File: src/rtl/sermod_pkg.sv
package sermod_pkg;
  typedef enum logic {
    CODE_BIPHASE = 1'b0,
    CODE_MANCH   = 1'b1
  } code_e;
endpackage

File: src/rtl/sermod_edge.sv
module sermod_edge (
  input  logic clk,
  input  logic rst,
  input  logic scl_i,
  output logic rise_o,
  output logic fall_o
);
  logic scl_q;

  // idle bus level is high, so no edge is seen right after reset
  always_ff @(posedge clk) begin
    if (rst) scl_q <= 1'b1;
    else     scl_q <= scl_i;
  end

  assign rise_o = scl_i & ~scl_q;
  assign fall_o = ~scl_i & scl_q;
endmodule

File: src/rtl/sermod_ctrl.sv
module sermod_ctrl
  import sermod_pkg::*;
#(
  parameter int          CTRL_W   = 8,
  parameter logic [7:0]  ARM_VAL  = 8'b1100_0111,
  parameter logic [7:0]  ARM_MASK = 8'b1110_0111,
  parameter int          SEL_POS  = 4
) (
  input  logic              clk,
  input  logic              rst,
  input  logic              ctrl_valid_i,
  input  logic [CTRL_W-1:0] ctrl_byte_i,
  input  logic              stop_i,
  output logic              armed_o,
  output code_e             code_o
);
  localparam logic [CTRL_W-1:0] MASK_W = CTRL_W'(ARM_MASK);
  localparam logic [CTRL_W-1:0] VAL_W  = CTRL_W'(ARM_VAL);

  logic hit;
  assign hit = ((ctrl_byte_i & MASK_W) == VAL_W);

  always_ff @(posedge clk) begin
    if (rst) begin
      armed_o <= 1'b0;
      code_o  <= CODE_BIPHASE;
    end else if (stop_i) begin
      armed_o <= 1'b0;
    end else if (!armed_o && ctrl_valid_i && hit) begin
      armed_o <= 1'b1;
      code_o  <= code_e'(ctrl_byte_i[SEL_POS]);
    end
  end


  stop_clear_chk: assert property (@(posedge clk) disable iff (rst)
    stop_i |=> !armed_o);


  code_hold_chk: assert property (@(posedge clk) disable iff (rst)
    (armed_o && !stop_i) |=> (armed_o && $stable(code_o)));
endmodule

File: src/rtl/sermod_enc.sv
module sermod_enc
  import sermod_pkg::*;
(
  input  logic  clk,
  input  logic  rst,
  input  logic  armed_i,
  input  code_e code_i,
  input  logic  rise_i,
  input  logic  fall_i,
  input  logic  sda_i,
  input  logic  stop_i,
  output logic  mod_o
);
  logic bit_q;

  always_ff @(posedge clk) begin
    if (rst) begin
      mod_o <= 1'b0;
      bit_q <= 1'b0;
    end else if (stop_i || !armed_i) begin
      mod_o <= 1'b0;
    end else if (rise_i) begin
      bit_q <= sda_i;
      mod_o <= (code_i == CODE_MANCH) ? sda_i : ~mod_o;
    end else if (fall_i) begin
      if (code_i == CODE_MANCH) mod_o <= ~bit_q;
      else if (!bit_q)          mod_o <= ~mod_o;
    end
  end


  idle_low_chk: assert property (@(posedge clk) disable iff (rst)
    !armed_i |-> !mod_o);


  manch_rise_chk: assert property (@(posedge clk) disable iff (rst)
    (armed_i && code_i == CODE_MANCH && rise_i && !stop_i) |=> (mod_o == $past(sda_i)));


  biph_rise_chk: assert property (@(posedge clk) disable iff (rst)
    (armed_i && code_i == CODE_BIPHASE && rise_i && !stop_i) |=> (mod_o != $past(mod_o)));


  no_edge_hold_chk: assert property (@(posedge clk) disable iff (rst)
    (!rise_i && !fall_i && !stop_i) |=> $stable(mod_o));
endmodule

File: src/rtl/sermod_top.sv
module sermod_top
  import sermod_pkg::*;
#(
  parameter int CTRL_W = 8
) (
  input  logic              clk,
  input  logic              rst,
  input  logic              scl_i,
  input  logic              sda_i,
  input  logic              ctrl_valid_i,
  input  logic [CTRL_W-1:0] ctrl_byte_i,
  input  logic              stop_i,
  output logic              mod_o,
  output logic              bus_hold_o
);
  logic  rise, fall, armed;
  code_e code;

  sermod_edge u_edge (
    .clk(clk), .rst(rst), .scl_i(scl_i), .rise_o(rise), .fall_o(fall)
  );

  sermod_ctrl #(.CTRL_W(CTRL_W)) u_ctrl (
    .clk(clk), .rst(rst), .ctrl_valid_i(ctrl_valid_i), .ctrl_byte_i(ctrl_byte_i),
    .stop_i(stop_i), .armed_o(armed), .code_o(code)
  );

  sermod_enc u_enc (
    .clk(clk), .rst(rst), .armed_i(armed), .code_i(code), .rise_i(rise),
    .fall_i(fall), .sda_i(sda_i), .stop_i(stop_i), .mod_o(mod_o)
  );

  assign bus_hold_o = armed;


  hold_rise_chk: assert property (@(posedge clk) disable iff (rst)
    (!bus_hold_o && ctrl_valid_i && !stop_i && ctrl_byte_i[7:5] == 3'b110 &&
     ctrl_byte_i[2:0] == 3'b111) |=> bus_hold_o);
endmodule

File: config.mk
export PLATFORM = sky130hd
export DESIGN_NAME = sermod_top
export DESIGN_NICKNAME = d
export VERILOG_FILES = /design/src/rtl/sermod_pkg.sv /design/src/rtl/sermod_edge.sv /design/src/rtl/sermod_ctrl.sv /design/src/rtl/sermod_enc.sv /design/src/rtl/sermod_top.sv
export SDC_FILE = /design/constraint.sdc
export NUM_CORES = 1
export LEC_CHECK = 0
export ABC_AREA = 1
export BUFFER_PORTS_ARGS = -buffer_cell sky130_fd_sc_hd__buf_2
export CAP_MARGIN = 20
export CORE_AREA = 8 8 45 47
export DETAILED_ROUTE_END_ITERATION = 8
export DIE_AREA = 0 0 53 55
export PLACE_DENSITY = 0.49
export RECOVER_POWER = 100
export SYNTH_ARGS = -nofsm -noshare
export SYNTH_HDL_FRONTEND = slang
export SYNTH_SLANG_ARGS = --single-unit
File: constraint.sdc
create_clock -name clk -period 1.4 [get_ports clk]
set_input_delay 0.28 -clock clk [delete_from_list [all_inputs] [get_ports clk]]
set_output_delay 0.28 -clock clk [all_outputs]
set_load 0.03 [all_outputs]
Yosys cells after proc, flatten, opt, wreduce, memory -nomap -nowiden:

Cells that the tools add are included.

* flip-flop bits (word level): 5
* bits of input ports: 14
* output and inout port bits: 2

* eq/ne operators: 2
* mux-type cells: 5
* bitwise operators: 8
* reduce and logical (&&, ||, !) cells: 10

Operator list (number)
* 6-bit == test, second input constant: 1
* 1-bit inverter: 6
* 2-bit AND reduction: 3
* 1-bit two-way mux: 5
* 2-bit OR reduction: 2
* 3-bit != test, second input constant: 1
* 1-bit bitwise AND: 2
* 1-bit logical AND: 2
* 2-bit nonzero test: 1
* 1-bit logical NOT: 1
* 1-bit logical OR: 1

Longest topological paths before layout:

* word-level depth: 5
* mapped depth: 8
* mapped depth without buffers: 8

Modules after synthesis:

From an unflattened synthesis, not the netlist that was laid out.

* cells, all modules: 52
* area, all modules: 304.0 µm²

Modules (own cells, without submodules)
* sermod_ctrl: times used 1, cells each 23, area each 131.4 µm²
* sermod_enc: times used 1, cells each 22, area each 130.1 µm²
* sermod_edge: times used 1, cells each 7, area each 42.5 µm²

Worst setup path after synthesis:

Ideal clock, no wire load.

* path type: register to register
* start: reg u_edge.scl_q
* end: reg u_enc.mod_o
* arrival: 886 ps
* path slack: 401 ps
* stages on the path, launching flop included: 9
* path through: dfxtp_1 -> inv_1 -> ha_1 -> inv_1 -> nand2_1 -> o21bai_1 -> nand2_1 -> nand2_1 -> nor2_1

* cells in the longest elaborated chain, start to end: 4
* elaborated cells between the ends (all ways): 7

RTL lines
* start: declaration: RTL line sermod_edge.sv:8 `logic scl_q;`
* start signal: assignment: RTL line sermod_edge.sv:13 `else scl_q <= scl_i;`
* 1-bit inverter: RTL line sermod_edge.sv:16 `assign rise_o = scl_i & ~scl_q;`
* 1-bit bitwise AND: RTL line sermod_edge.sv:16
* 3-bit != test (no source line) or 2-bit nonzero test (tied branches)
* 2-bit AND reduction (no source line)
* end signal: assignment: RTL line sermod_enc.sv:24 `mod_o <= (code_i == CODE_MANCH) ? sda_i : ~mod_o;`
* end signal: assignment: RTL line sermod_enc.sv:26 `if (code_i == CODE_MANCH) mod_o <= ~bit_q;`
* end signal: assignment: RTL line sermod_enc.sv:27 `else if (!bit_q) mod_o <= ~mod_o;`
* end: declaration: RTL line sermod_enc.sv:12 `output logic mod_o`

Parallel ways exist; a longest one is shown, timed or not.
A chain may end at the register's enable or synchronous reset.

Worst setup path after layout:

* start: reg u_ctrl.armed_o
* end: out bus_hold_o

RTL lines
* start: declaration: RTL line sermod_ctrl.sv:14 `output logic armed_o,`
* start signal: assignment: RTL line sermod_ctrl.sv:25 `armed_o <= 1'b0;`
* start signal: assignment: RTL line sermod_ctrl.sv:28 `armed_o <= 1'b0;`
* start signal: assignment: RTL line sermod_ctrl.sv:30 `armed_o <= 1'b1;`
* end: declaration: RTL line sermod_top.sv:14 `output logic bus_hold_o`

No word-level cell between the ends.

==> run metrics <==
status=complete, no violations; largest net degree at the start of global routing=5; deepest clock path buffer count=2; Die X-Extent=53 um; CTS tree=yes; gr usage total=0.05134; Top Family by Delay on Critical Path=flip-flops; DRT antenna net count=0; top post-synthesis cells by count=inv_1, nand2_1, dfxtp_1, nor2_1; Post-Syn Area=289.0 sq um; crit start category=register; Clock H-tree levels=1; nets=80; Initial Utilization=0.2089; critical path class=register to output pin; Max stage delay on crit path=0.36 ns; Final Cycle Share=0.8627; multi-input logic area=141.4 sq um; layout cells sized above 1=0.2656; root buf cell=clkbuf_4; Fmax=0.8279 GHz; initial antenna violation count=0; final setup TNS=0 ns; static leakage power=0.2065 nW; Worst-Skew Late Latency=0.24 ns; Slowest-stage cell, CP=dfxtp_1; CP Data Arrival Time=0.93 ns; Worst Path Buf+Inv=1; Num CTS Buffers=3; WL/cell=8.438 um; min Tclk post-route=1.208 ns; Yosys cell types=13; io pins=16; hold bufs inserted after CTS=0; Synth area leader=dfxtp_1; Synth area leaders=dfxtp_1, inv_1, nand2_1; critical path cell sequence=clkbuf_1; fin util=0.2884; CORE AREA=1384 sq um; Final Hold Viols=0; hpwl dp=578.3 um; DR iter-0 viols=1; Syn Inst Count=46; number of synthesized flops with an enable pin=0; Post-CTS Setup Bufs=0; die area=2915 sq um; most common flop cell mapped by yosys=dfxtp_1; Clock transition at path regs=0.04 ns; post-route DRC violation count=0; antenna fix cells=0; RSZ-0062 raised after global routing=no; area share of the largest cell type after synthesis=0.3463; Max rail drop VDD=0.5252 mV; Yosys Warn Count=0; Synth Net Count=61; TritonRoute pass-1 iters=2; Chip Height=55 um; flip-flop and latch area=100.1 sq um; site row count=14; critical path capture point type=output pin; worst hold path type=primary input to register; first-pass GRT wire length=1.097 mm; CP required=1.12 ns; CP Max Fanout=4; Mapped Avg Cell Area=6.283 sq um; Clock Sinks=5; Async SR Flop Fraction=0; Slew Viols, Final=0; buffers added on ports=14; Layout Skew=0.003620 ns; setup violators final=0; pwr/cell area=871.6 nW/um^2; post_cts resized=0; Max Cap Violations=0; post-synthesis sequential area ratio=0.3463; gpl congestion=0.7013; Via Count=299; vias per cell=3.738; Worst Tran Pin Value=0.3692 ns; headroom to the max-slew limit=0.7549; Routed WL=675 um; Yosys reg bits=5; global route overflow=0; number of fillers in the final layout=162; vias in the first global route=284; Layout Area Growth over Synthesis=38.10%
==> state kept, by name, summed over array words and instances (netlist names) <==
name and cells:
u_ctrl.code_o 1, u_enc.bit_q 1, u_edge.scl_q 1, u_enc.mod_o 1
u_ctrl.armed_o 1
==> metal layers <==
metal  GRT usage  routed length [um]  share of wire  vias to the layer above
li1            -                   -              -                      172
met1     0.04856                 289           0.43                      122
met2     0.09180                 344           0.51                        5
met3     0.04011                  40          0.059                        0
met4           0                   0              0                        0
met5           0                   0              0                        -
==> logic make-up after synthesis <==
logic type      Yosys count  synth area share
flops                     5            0.3463
buf+inv                  12            0.1558
simple gates             24            0.3766
fa+ha+maj                 1           0.04328
compound gates            4           0.07792
==> through the flow <==
stage	std cells	area, sq um	hold slack, ns	total power, W	setup slack, ns
2_1_floorplan	46	289.0	0.3491	0.0001673	0.4009
3_3_place_gp	76	379.1	0.4366	0.0001878	0.2458
3_5_place_dp	76	379.1	0.4374	0.0001880	0.2432
4_1_cts	80	405.4	0.2358	0.0003544	0.2930
5_1_grt	80	399.1	0.2414	0.0003712	0.1384
6_report	80	399.1	0.2503	0.0003479	0.1922
==> worst paths after layout <==
kind             endpoint  depth (start not counted)  slack (ns)            from
min reg2reg   u_enc.bit_q                          2        0.44     u_enc.bit_q
min          u_edge.scl_q                          2        0.25           scl_i
max            bus_hold_o                          1        0.19  u_ctrl.armed_o
max reg2reg   u_enc.mod_o                          8        0.33    u_edge.scl_q
==> placed cells by master (no fill, tap or decap), types with 2 or more instances in the layout <==
cell and instances:
inv_1 12, nand2_1 12, buf_2 11, nor2_1 6
dfxtp_1 5, clkbuf_1 4, clkbuf_4 3, nand3_1 2
a21oi_1 2
==> layout make-up <==
class | instances | share of cell area
timing repair buffer | 14 | 0.1661
inverter | 12 | 0.1129
multi-input combinational | 29 | 0.3542
sequential | 5 | 0.2508
tap | 16 | 0.05016
clock buffer | 4 | 0.06583
==> power breakdown <==
part | internal (W) | total, W | switching (W)
Combinational | 0.0000205 | 0.0000390 | 0.0000186
Sequential | 0.000145 | 0.000145 | 0.000000464
Clock | 0.000108 | 0.000164 | 0.0000561
Note: power is estimated with default switching activity, not from simulation.
